## config.mk

```make
export PLATFORM = sky130hd
export DESIGN_NAME = cp0_ret_gate
export DESIGN_NICKNAME = d
export VERILOG_FILES = /design/src/rtl/cp0_ret_gate.sv
export SDC_FILE = /design/constraint.sdc
export NUM_CORES = 1
export LEC_CHECK = 0
export BUFFER_PORTS_ARGS = -buffer_cell sky130_fd_sc_hd__buf_2
export CORE_AREA = 2 2 145 147
export DETAILED_ROUTE_END_ITERATION = 10
export DIE_AREA = 0 0 147 149
export SYNTH_ARGS = -nofsm -noshare
export SYNTH_HDL_FRONTEND = slang
export SYNTH_SLANG_ARGS = --single-unit
```

## constraint.sdc

```tcl
create_clock -name clk -period 1.6 [get_ports clk]
set_clock_uncertainty 0.15 [all_clocks]
set_input_delay 0.08 -clock clk [delete_from_list [all_inputs] [get_ports clk]]
set_output_delay 0.08 -clock clk [all_outputs]
set_load 0.02 [all_outputs]
```

## src/rtl/cp0_ret_gate.sv

```systemverilog
module cp0_ret_gate #(
  parameter int XLEN    = 32,
  parameter int NHW     = 4,
  parameter int IDXW    = 5,
  parameter int CPUW    = 10,
  parameter int IE_BIT  = 0,
  parameter int EXL_BIT = 1,
  parameter int ERL_BIT = 2
) (
  input  logic            clk,
  input  logic            rst_n,
  input  logic            commit,
  input  logic [2:0]      op,
  input  logic [IDXW-1:0] hw_idx,
  input  logic            kernel,
  input  logic            dbg_mode,
  input  logic [XLEN-1:0] status,
  input  logic [XLEN-1:0] epc,
  input  logic [XLEN-1:0] error_epc,
  input  logic [XLEN-1:0] depc,
  input  logic [NHW-1:0]  hw_en,
  input  logic [XLEN-1:0] ebase,
  input  logic [XLEN-1:0] sync_step,
  input  logic [XLEN-1:0] cyc_count,
  input  logic [XLEN-1:0] cyc_res,
  output logic            pc_we,
  output logic [XLEN-1:0] pc_out,
  output logic            st_we,
  output logic [XLEN-1:0] st_out,
  output logic            rd_we,
  output logic [XLEN-1:0] rd_out,
  output logic            ri_exc,
  output logic            dbg_exit
);
  localparam int SELW = $clog2(NHW);
  localparam logic [2:0] OP_ERET = 3'd1;
  localparam logic [2:0] OP_DRET = 3'd2;
  localparam logic [2:0] OP_DI   = 3'd3;
  localparam logic [2:0] OP_EI   = 3'd4;
  localparam logic [2:0] OP_RDHW = 3'd5;
  localparam logic [XLEN-1:0] IE_M  = XLEN'(1) << IE_BIT;
  localparam logic [XLEN-1:0] EXL_M = XLEN'(1) << EXL_BIT;
  localparam logic [XLEN-1:0] ERL_M = XLEN'(1) << ERL_BIT;

  logic            idx_ok, hw_ok;
  logic [XLEN-1:0] hw_val;
  logic            n_pcw, n_stw, n_rdw, n_ri, n_dx;
  logic [XLEN-1:0] n_pc, n_st, n_rd;

  assign idx_ok = hw_idx < IDXW'(NHW);
  assign hw_ok  = idx_ok && (kernel || hw_en[hw_idx[SELW-1:0]]);

  always_comb begin
    case (hw_idx[SELW-1:0])
      2'd0:    hw_val = XLEN'(ebase[CPUW-1:0]);
      2'd1:    hw_val = sync_step;
      2'd2:    hw_val = cyc_count;
      default: hw_val = cyc_res;
    endcase
  end

  always_comb begin
    n_pcw = 1'b0; n_stw = 1'b0; n_rdw = 1'b0; n_ri = 1'b0; n_dx = 1'b0;
    n_pc  = '0;   n_st  = '0;   n_rd  = '0;
    case (op)
      OP_ERET: begin
        n_pcw = 1'b1;
        n_stw = 1'b1;
        if (status[ERL_BIT]) begin
          n_pc = error_epc;
          n_st = status & ~ERL_M;
        end else begin
          n_pc = epc;
          n_st = status & ~EXL_M;
        end
      end
      OP_DRET: begin
        if (dbg_mode) begin
          n_pcw = 1'b1;
          n_pc  = depc;
          n_dx  = 1'b1;
        end else n_ri = 1'b1;
      end
      OP_DI, OP_EI: begin
        n_rdw = 1'b1;
        n_rd  = status;
        n_stw = 1'b1;
        n_st  = (op == OP_EI) ? (status | IE_M) : (status & ~IE_M);
      end
      OP_RDHW: begin
        if (hw_ok) begin
          n_rdw = 1'b1;
          n_rd  = hw_val;
        end else n_ri = 1'b1;
      end
      default: n_ri = 1'b1;
    endcase
  end

  always_ff @(posedge clk) begin
    if (!rst_n || !commit) begin
      pc_we <= 1'b0; pc_out <= '0;
      st_we <= 1'b0; st_out <= '0;
      rd_we <= 1'b0; rd_out <= '0;
      ri_exc <= 1'b0; dbg_exit <= 1'b0;
    end else begin
      pc_we <= n_pcw; pc_out <= n_pc;
      st_we <= n_stw; st_out <= n_st;
      rd_we <= n_rdw; rd_out <= n_rd;
      ri_exc <= n_ri; dbg_exit <= n_dx;
    end
  end
endmodule

```

==> flow_metrics.env, run 1 <==
export IMPL_cp_required_ns=1.73
export IMPL_cp_arrival_ns=1.62
export IMPL_synthFlopType="dfxtp_1"
export IMPL_io_buffer_count=351
export IMPL_synth_net_count=658
export IMPL_vias=5260
export IMPL_wl_per_cell_um=16.8
export IMPL_die_w_um=147
export IMPL_timing_final_crit_share_pct=93.1
export IMPL_die_y_um=149
export IMPL_row_count=53
export IMPL_htreeDepth=3
export IMPL_ant_nets=0
export IMPL_async_flop_share_pct=0
export IMPL_grt_pass1_vias=5741
export IMPL_track_usage_pct=17.6
export IMPL_cts_buffer_depth=2
export IMPL_grt_pass1_wl_mm=29.9
export IMPL_nNetsFinal=1192
export IMPL_hold_class="input port to register"
export IMPL_seq_area_frac_synth_pct=46.2
export IMPL_core_area_um2=20600
export IMPL_crit_end="pc_out[15]$_SDFF_PP0_"
export IMPL_setup_tns_final_ns=0
export IMPL_root_buffer="clkbuf_16"
export IMPL_grt_max_degree=36
export IMPL_drtPass1Iterations=5
export IMPL_drc_errors=0
export IMPL_synth_edf_count=0
export IMPL_drive_gt1_share_pct=53.8
export IMPL_antenna_found_initial=1
export IMPL_fmax_mhz=671
export IMPL_crit_path_max_fanout=7
export IMPL_relSlewSlack_pct=71.3
export IMPL_max_vdd_ir_drop_uv=416
export IMPL_yosys_area_top_type="dfxtp_1"
export IMPL_path_clk_slew_ns=0.07
export IMPL_critPathLaunchType="input port"
export IMPL_ys_top_cells_by_area="dfxtp_1, mux2_2, a22oi_1"
export IMPL_rsz0062_at_grt="no"
export IMPL_fillers=1918
export IMPL_cp_startpoint="op[1]"
export IMPL_hold_violations=0
export IMPL_dp_cells=1005
export IMPL_power_leakage_nw=4.09
export IMPL_status="completed"
export IMPL_cap_viol_max_count=0
export IMPL_fin_util_pct=42.7
export IMPL_die_area_um2=21900
export IMPL_io_pins=374
export IMPL_fin_cells=1199
export IMPL_power_density_nw_per_um2=709
export IMPL_drtIter0Drc=265
export IMPL_clock_sinks=101
export IMPL_numCtsBuffers=9
export IMPL_finalSetupViolCount=0
export IMPL_period_needed_ns=1.49
export IMPL_max_slew_worst_pin_slew_ns=0.419
export IMPL_end_kind="register"
export IMPL_syn2layout_area_growth_pct=101
export IMPL_synth_seq_cells=101
export IMPL_initial_core_util_pct=21.3
export IMPL_cts_tree="done"
export IMPL_ys_warnings_count=0
export IMPL_yosysTopAreaCellShare_pct=46.2
export IMPL_synth_area_per_cell_um2=11.4
export IMPL_synthDistinctLibCells=34
export IMPL_place_congestion=0.792
export IMPL_vias_per_cell=4.39
export IMPL_netlist_instances=385
export IMPL_path_class="input port to register"
export IMPL_dp_hpwl_mm=13.0
export IMPL_slew_violations=0
export IMPL_grt_ovfl_total=0
export IMPL_synth_area_um2=4370
export IMPL_diodes=0
export IMPL_wl_mm=20.1
-- layout make-up --
type	count	area (um2)	share of cell area [%]
repair buffers	559	3860	43.9
multi-input cells	248	2240	25.5
flip-flops and latches	101	2020	23.0
well taps	275	344	3.92
clock buffers	10	239	2.72
clock inverters	6	77.6	0.883
-- repair_timing --
item | in CTS | in global routing
gates resized for setup | 0 | 8
endpoints found under the setup margin | 0 | 10
endpoints found under the hold margin | 94 | 0
hold buffers | 172 | 0
setup buffers | 0 | 4
-- Yosys cell counts, types with 2 or more instances --
| library cell | instances |
|---|---|
| a22oi_1 | 54 |
| and2_1 | 30 |
| buf_2 | 3 |
| nor3_1 | 2 |
| mux2_2 | 54 |
| clkbuf_1 | 23 |
| buf_6 | 3 |
| a22o_1 | 10 |
| o2bb2ai_1 | 2 |
| a21oi_1 | 6 |
| nor2b_1 | 3 |
| o2bb2ai_2 | 20 |
| nor2_1 | 38 |
| dfxtp_1 | 101 |
| nand2_1 | 3 |
| mux4_2 | 10 |
| mux2i_1 | 2 |
| buf_1 | 5 |
-- stage by stage --
stage	cell area (um2)	hold WS, ns	power (mW)	worst slack, ns
after floorplan	4410	0.0377	3.06	-0.00108
after global placement	6660	0.145	3.55	-0.245
after detailed placement	6660	0.146	3.56	-0.173
after CTS	8690	0.000157	6.26	0.0388
after global routing	8790	0.00291	6.53	0.0513
final	8790	0.0137	6.23	0.110
-- cells in the final DEF, fill, tap and decap left out, types with 10 or more instances in the layout --
cell type,instances
buf_2,351
dlygate4sd3_1,172
dfxtp_1,101
mux2_2,54
a22oi_1,54
nor2_1,36
and2_1,30
buf_4,26
o2bb2ai_2,20
mux4_2,10
a22o_1,10
clkbuf_16,10
-- worst max-delay path: stages --
cell and delay [ns]:
buf_2 0.12, buf_6 0.12, nand2_2 0.06, nor3_4 0.25, buf_4 0.23, a22oi_1 0.09, dlygate4sd3_1 0.56, nor2_1 0.09
-- layer usage --
layer | vias up | track usage (%) | wire length [um]
met1 | 2385 | 19.3 | 7630
met2 | 325 | 32.2 | 10300
met3 | 56 | 5.14 | 1590
li1 | 2494 | - | -
met5 | - | 0 | 0
met4 | 0 | 6.73 | 606
-- how the worst min path moves through the flow --
stage                        startpoint                    end  slack [ns]  cells past startpoint
after global placement       status[19]  rd_out[19]$_SDFF_PP0_        0.15                      2
after global routing       sync_step[1]   rd_out[1]$_SDFF_PP0_       0.003                      3
after detailed placement     status[25]  rd_out[25]$_SDFF_PP0_        0.15                      2
final                     cyc_count[16]  rd_out[16]$_SDFF_PP0_        0.01                      4
after floorplan              status[11]  rd_out[11]$_SDFF_PP0_        0.04                      1
after CTS                  cyc_count[6]   rd_out[6]$_SDFF_PP0_      0.0002                      3
-- registers in the layout (all words and copies together) (netlist names) --
name / cells
pc_out: 32
rd_out: 32
st_out: 32
dbg_exit: 1
pc_we: 1
rd_we: 1
ri_exc: 1
st_we: 1
-- logic make-up after synthesis --
kind of cell	share of synthesized area [%]
mux	19.5
compound gates	19.8
flops	46.2
buf+inv	3.80
simple gates	10.4
xor+xnor	0.200
-- power by group --
group          internal, mW  switching [mW]  leakage (nW)
combinational         0.797           0.526          3.12
clock                  1.29            1.06         0.153
sequential             2.55         0.00949         0.817
(Power assumes the default switching activity.)
==> run 2, diff against run 1 <==
--- a/config.mk
+++ b/config.mk
@@ -9,6 +9,7 @@
 export CORE_AREA = 2 2 145 147
 export DETAILED_ROUTE_END_ITERATION = 10
 export DIE_AREA = 0 0 147 149
+export REMOVE_ABC_BUFFERS = 1
 export SYNTH_ARGS = -nofsm -noshare
 export SYNTH_HDL_FRONTEND = slang
 export SYNTH_SLANG_ARGS = --single-unit
==> constraint.sdc (replaced) <==
create_clock -name clk -period 1.3 [get_ports clk]
set_clock_uncertainty 0.15 [all_clocks]
set_input_delay 0.065 -clock clk [delete_from_list [all_inputs] [get_ports clk]]
set_output_delay 0.065 -clock clk [all_outputs]
set_load 0.02 [all_outputs]
==> flow_metrics.env, run 2 <==
export IMPL_htreeDepth=3
export IMPL_row_count=53
export IMPL_synthFlopType="dfxtp_1"
export IMPL_yosysTopAreaCellShare_pct=46.2
export IMPL_synth_area_per_cell_um2=11.4
export IMPL_cts_resized=2
export IMPL_ys_top_cells_by_area="dfxtp_1, mux2_2, a22oi_1"
export IMPL_dp_hpwl_mm=12.9
export IMPL_place_area_um2=6760
export IMPL_synth_most_common_cell="dfxtp_1"
export IMPL_die_y_um=149
export IMPL_synth_area_um2=4370
export IMPL_root_buffer="clkbuf_16"
export IMPL_async_flop_share_pct=0
export IMPL_synthDistinctLibCells=34
export IMPL_synth_seq_cells=101
export IMPL_initial_core_util_pct=21.3
export IMPL_error="[ERROR RSZ-0060] Max buffer count reached."
export IMPL_synth_commonest_cells="dfxtp_1, a22oi_1, mux2_2"
export IMPL_cts_hold_buf=207
export IMPL_io_pins=374
export IMPL_netlist_instances=385
export IMPL_ys_warnings_count=0
export IMPL_place_ws_ns=-0.452
export IMPL_lastStage="clock tree synthesis (4_1_cts)"
export IMPL_post_cts_buffers=0
export IMPL_numCtsBuffers=9
export IMPL_io_buffer_count=351
export IMPL_yosys_area_top_type="dfxtp_1"
export IMPL_die_w_um=147
export IMPL_cts_buffer_depth=2
export IMPL_seq_area_frac_synth_pct=46.2
export IMPL_status="aborted with a tool error"
export IMPL_place_congestion=0.734
export IMPL_synth_edf_count=0
export IMPL_clock_sinks=101
-- run 2: kinds of logic after synthesis --
kind of cell,share of synthesized area [%]
compound gates,19.8
xor+xnor,0.200
buf+inv,3.80
flops,46.2
mux,19.5
simple gates,10.4
-- run 2: per-stage QoR --
step | utilization (%) | std cells
floorplan | - | 349
global placement | 32.9 | 1017
detailed placement | 32.9 | 1017
==> run 3, diff against run 2 <==
--- a/config.mk
+++ b/config.mk
@@ -9,6 +9,7 @@
 export CORE_AREA = 2 2 145 147
 export DETAILED_ROUTE_END_ITERATION = 10
 export DIE_AREA = 0 0 147 149
+export PLACE_DENSITY_LB_ADDON = 0.15
 export REMOVE_ABC_BUFFERS = 1
 export SYNTH_ARGS = -nofsm -noshare
 export SYNTH_HDL_FRONTEND = slang
==> constraint.sdc (replaced) <==
create_clock -name clk -period 1.7 [get_ports clk]
set_clock_uncertainty 0.15 [all_clocks]
set_input_delay 0.085 -clock clk [delete_from_list [all_inputs] [get_ports clk]]
set_output_delay 0.085 -clock clk [all_outputs]
set_load 0.02 [all_outputs]
==> flow_metrics.env, run 3 (synthesis gave the netlist of run 1 again) <==
export IMPL_combinationalPowerShare_pct=20.5
export IMPL_crit_top_cell="dlygate4sd3_1"
export IMPL_max_vdd_ir_drop_uv=411
export IMPL_power_leakage_nw=3.88
export IMPL_fillers=2040
export IMPL_grt_pass1_vias=5360
export IMPL_slowest_delay_ns=0.57
export IMPL_track_usage_pct=15.9
export IMPL_io_pins=374
export IMPL_top_regs="pc_out x32, rd_out x32, st_out x32"
export IMPL_vias=5057
export IMPL_max_slew_worst_pin_slew_ns=0.308
export IMPL_die_w_um=147
export IMPL_slew_violations=0
export IMPL_path_class="input port to register"
export IMPL_slowest_stage="dlygate4sd3_1"
export IMPL_power_density_nw_per_um2=668
export IMPL_root_buffer="clkbuf_16"
export IMPL_status="finished with violations"
export IMPL_row_count=53
export IMPL_timing_final_crit_share_pct=98.2
export IMPL_grt_pass1_wl_mm=27.1
export IMPL_final_common_cell="buf_2"
export IMPL_switching_share_pct=24.6
export IMPL_vias_per_cell=4.32
export IMPL_grt_ovfl_total=0
export IMPL_cp_required_ns=1.79
export IMPL_antenna_found_initial=1
export IMPL_cap_viol_max_count=0
export IMPL_relSlewSlack_pct=78.9
export IMPL_die_y_um=149
export IMPL_intPower_mw=4.26
export IMPL_cts_buffer_depth=2
export IMPL_wl_mm=18.2
export IMPL_ant_nets=0
export IMPL_cts_tree="done"
export IMPL_dp_hpwl_mm=12.8
export IMPL_cp_arrival_ns=1.76
export IMPL_finalSetupViolCount=0
export IMPL_regArea_um2=2020
export IMPL_drc_errors=0
export IMPL_hold_violations=1
export IMPL_p_sw_mw=1.39
export IMPL_path_cells="dlygate4sd3_1, buf_2, mux2_2, dlygate4sd3_1, a22oi_2, o2bb2ai_2"
export IMPL_violations="hold timing"
export IMPL_io_buffer_count=351
export IMPL_drtIter0Drc=120
export IMPL_clock_sinks=101
export IMPL_end_kind="register"
export IMPL_place_congestion=0.870
export IMPL_holdWs_ns=-0.0107
export IMPL_nNetsFinal=1163
export IMPL_drive_gt1_share_pct=54.5
export IMPL_clock_power_share_pct=36.8
export IMPL_multi_input_area_um2=2220
export IMPL_fin_util_pct=41.2
export IMPL_whs_endpoint="rd_out[16]$_SDFF_PP0_"
export IMPL_fmax_mhz=599
export IMPL_hold_start="cyc_count[16]"
export IMPL_wl_per_cell_um=15.5
export IMPL_path_clk_slew_ns=0.07
export IMPL_hold_depth=4
export IMPL_initial_core_util_pct=21.3
export IMPL_grt_max_degree=36
export IMPL_htreeDepth=3
export IMPL_crit_path_max_fanout=1
export IMPL_numCtsBuffers=9
export IMPL_critPathLaunchType="input port"
export IMPL_seq_power_share_pct=42.7
export IMPL_core_area_um2=20600
export IMPL_final_cell_mix="buf_2, dlygate4sd3_1, dfxtp_1, mux2_2, a22oi_1"
export IMPL_period_needed_ns=1.67
export IMPL_die_area_um2=21900
export IMPL_drtPass1Iterations=4
export IMPL_hold_class="input port to register"
export IMPL_syn2layout_area_growth_pct=93.6
==> run 3: power by group through the flow <==
stage / sequential, mW / combinational (mW) / clock, mW
2_1_floorplan: 2.52 / 0.299 / 0
3_3_place_gp: 2.47 / 0.862 / 0
3_5_place_dp: 2.47 / 0.869 / 0
4_1_cts: 2.41 / 1.15 / 2.18
5_1_grt: 2.42 / 1.25 / 2.27
6_report: 2.41 / 1.16 / 2.08
==> run 3: per-stage QoR <==
step | instances | area (um2) | setup TNS (ns) | worst slack [ns] | total power [mW]
2_1_floorplan | 349 | 4210 | -47.60 | -0.770 | 2.82
3_3_place_gp | 994 | 6590 | -3.56 | -0.118 | 3.33
3_5_place_dp | 994 | 6590 | -4.32 | -0.158 | 3.34
4_1_cts | 1162 | 8400 | 0 | 0.0123 | 5.74
5_1_grt | 1170 | 8470 | -0.00134 | -0.00134 | 5.94
6_report | 1171 | 8470 | 0 | 0.0310 | 5.66
==> run 3: per-layer routing <==
layer	wire (um)	GRT usage, %	share of wire (%)
met1	6830	16.3	38
met2	9300	30.0	51
met3	1510	4.43	8.3
met4	513	7.21	2.8
met5	13	0	0.072
==> run 3: layout make-up <==
| type | count | area share (%) |
|---|---|---|
| well taps | 275 | 4.06 |
| flip-flops and latches | 101 | 23.9 |
| diodes | 1 | 0.0295 |
| clock inverters | 5 | 0.694 |
| multi-input cells | 248 | 26.2 |
| repair buffers | 530 | 42.4 |
| clock buffers | 11 | 2.75 |
==> run 3: critical path: cells and delay by family <==
kind / cells / cell delay [ns]
buffers and inverters: 3 / 1.22
multiplexers: 1 / 0.26
AO/OA/AOI/OAI: 2 / 0.20
==> run 3: how the worst max path moves through the flow <==
stage                           start  cells after the start                     to
after CTS                   hw_idx[0]                      7  rd_out[16]$_SDFF_PP0_
after global routing      cyc_res[17]                      6  rd_out[17]$_SDFF_PP0_
after global placement          op[1]                      6  rd_out[31]$_SDFF_PP0_
after floorplan                 op[0]                      4   rd_out[0]$_SDFF_PP0_
after detailed placement        op[1]                      6  rd_out[31]$_SDFF_PP0_
final                     cyc_res[17]                      6  rd_out[17]$_SDFF_PP0_
==> run 3: what timing repair did <==
action / 4_1_cts / 5_1_grt
gates resized for setup: 0 / 3
hold buffers: 152 / 0
buffers inserted: 0 / 9
endpoints found under the setup margin: 0 / 6
endpoints found under the hold margin: 98 / 0
==> run 4, diff against run 3 <==
--- a/config.mk
+++ b/config.mk
@@ -5,12 +5,13 @@
 export SDC_FILE = /design/constraint.sdc
 export NUM_CORES = 1
 export LEC_CHECK = 0
-export BUFFER_PORTS_ARGS = -buffer_cell sky130_fd_sc_hd__buf_2
 export CORE_AREA = 2 2 145 147
 export DETAILED_ROUTE_END_ITERATION = 10
 export DIE_AREA = 0 0 147 149
+export DONT_BUFFER_PORTS = 1
 export PLACE_DENSITY_LB_ADDON = 0.15
 export REMOVE_ABC_BUFFERS = 1
+export SLEW_MARGIN = 20
 export SYNTH_ARGS = -nofsm -noshare
 export SYNTH_HDL_FRONTEND = slang
 export SYNTH_SLANG_ARGS = --single-unit
==> flow_metrics.env, run 4 <==
export IMPL_io_buffer_count=0
export IMPL_die_w_um=147
export IMPL_synth_edf_count=0
export IMPL_ys_warnings_count=0
export IMPL_dp_hpwl_mm=10.6
export IMPL_synth_most_common_cell="dfxtp_1"
export IMPL_initial_core_util_pct=21.3
export IMPL_yosysTopAreaCellShare_pct=46.2
export IMPL_synthDistinctLibCells=34
export IMPL_synth_seq_cells=101
export IMPL_place_ws_ns=-0.0230
export IMPL_seq_area_frac_synth_pct=46.2
export IMPL_lastStage="clock tree synthesis (4_1_cts)"
export IMPL_io_pins=374
export IMPL_synth_area_um2=4370
export IMPL_numCtsBuffers=9
export IMPL_yosys_area_top_type="dfxtp_1"
export IMPL_synth_area_per_cell_um2=11.4
export IMPL_cts_buffer_depth=2
export IMPL_cts_resized=0
export IMPL_row_count=53
export IMPL_die_y_um=149
export IMPL_async_flop_share_pct=0
export IMPL_root_buffer="clkbuf_16"
export IMPL_synth_commonest_cells="dfxtp_1, a22oi_1, mux2_2"
export IMPL_post_cts_buffers=0
export IMPL_synthFlopType="dfxtp_1"
export IMPL_status="aborted with a tool error"
export IMPL_error="[ERROR RSZ-0060] Max buffer count reached."
export IMPL_place_congestion=0.763
export IMPL_htreeDepth=3
export IMPL_cts_hold_buf=131
export IMPL_netlist_instances=385
export IMPL_ys_top_cells_by_area="dfxtp_1, mux2_2, a22oi_1"
export IMPL_clock_sinks=101
run 4: logic make-up after synthesis:
logic type / synth area share (%)
flops: 46.2
compound gates: 19.8
simple gates: 10.4
mux: 19.5
buf+inv: 3.80
xor+xnor: 0.200
run 4: per-stage QoR:
stage	std cells	cell area, um2	setup TNS, ns
2_1_floorplan	349	4210	-47.60
3_3_place_gp	632	4680	-0.305
3_5_place_dp	632	4680	-0.218
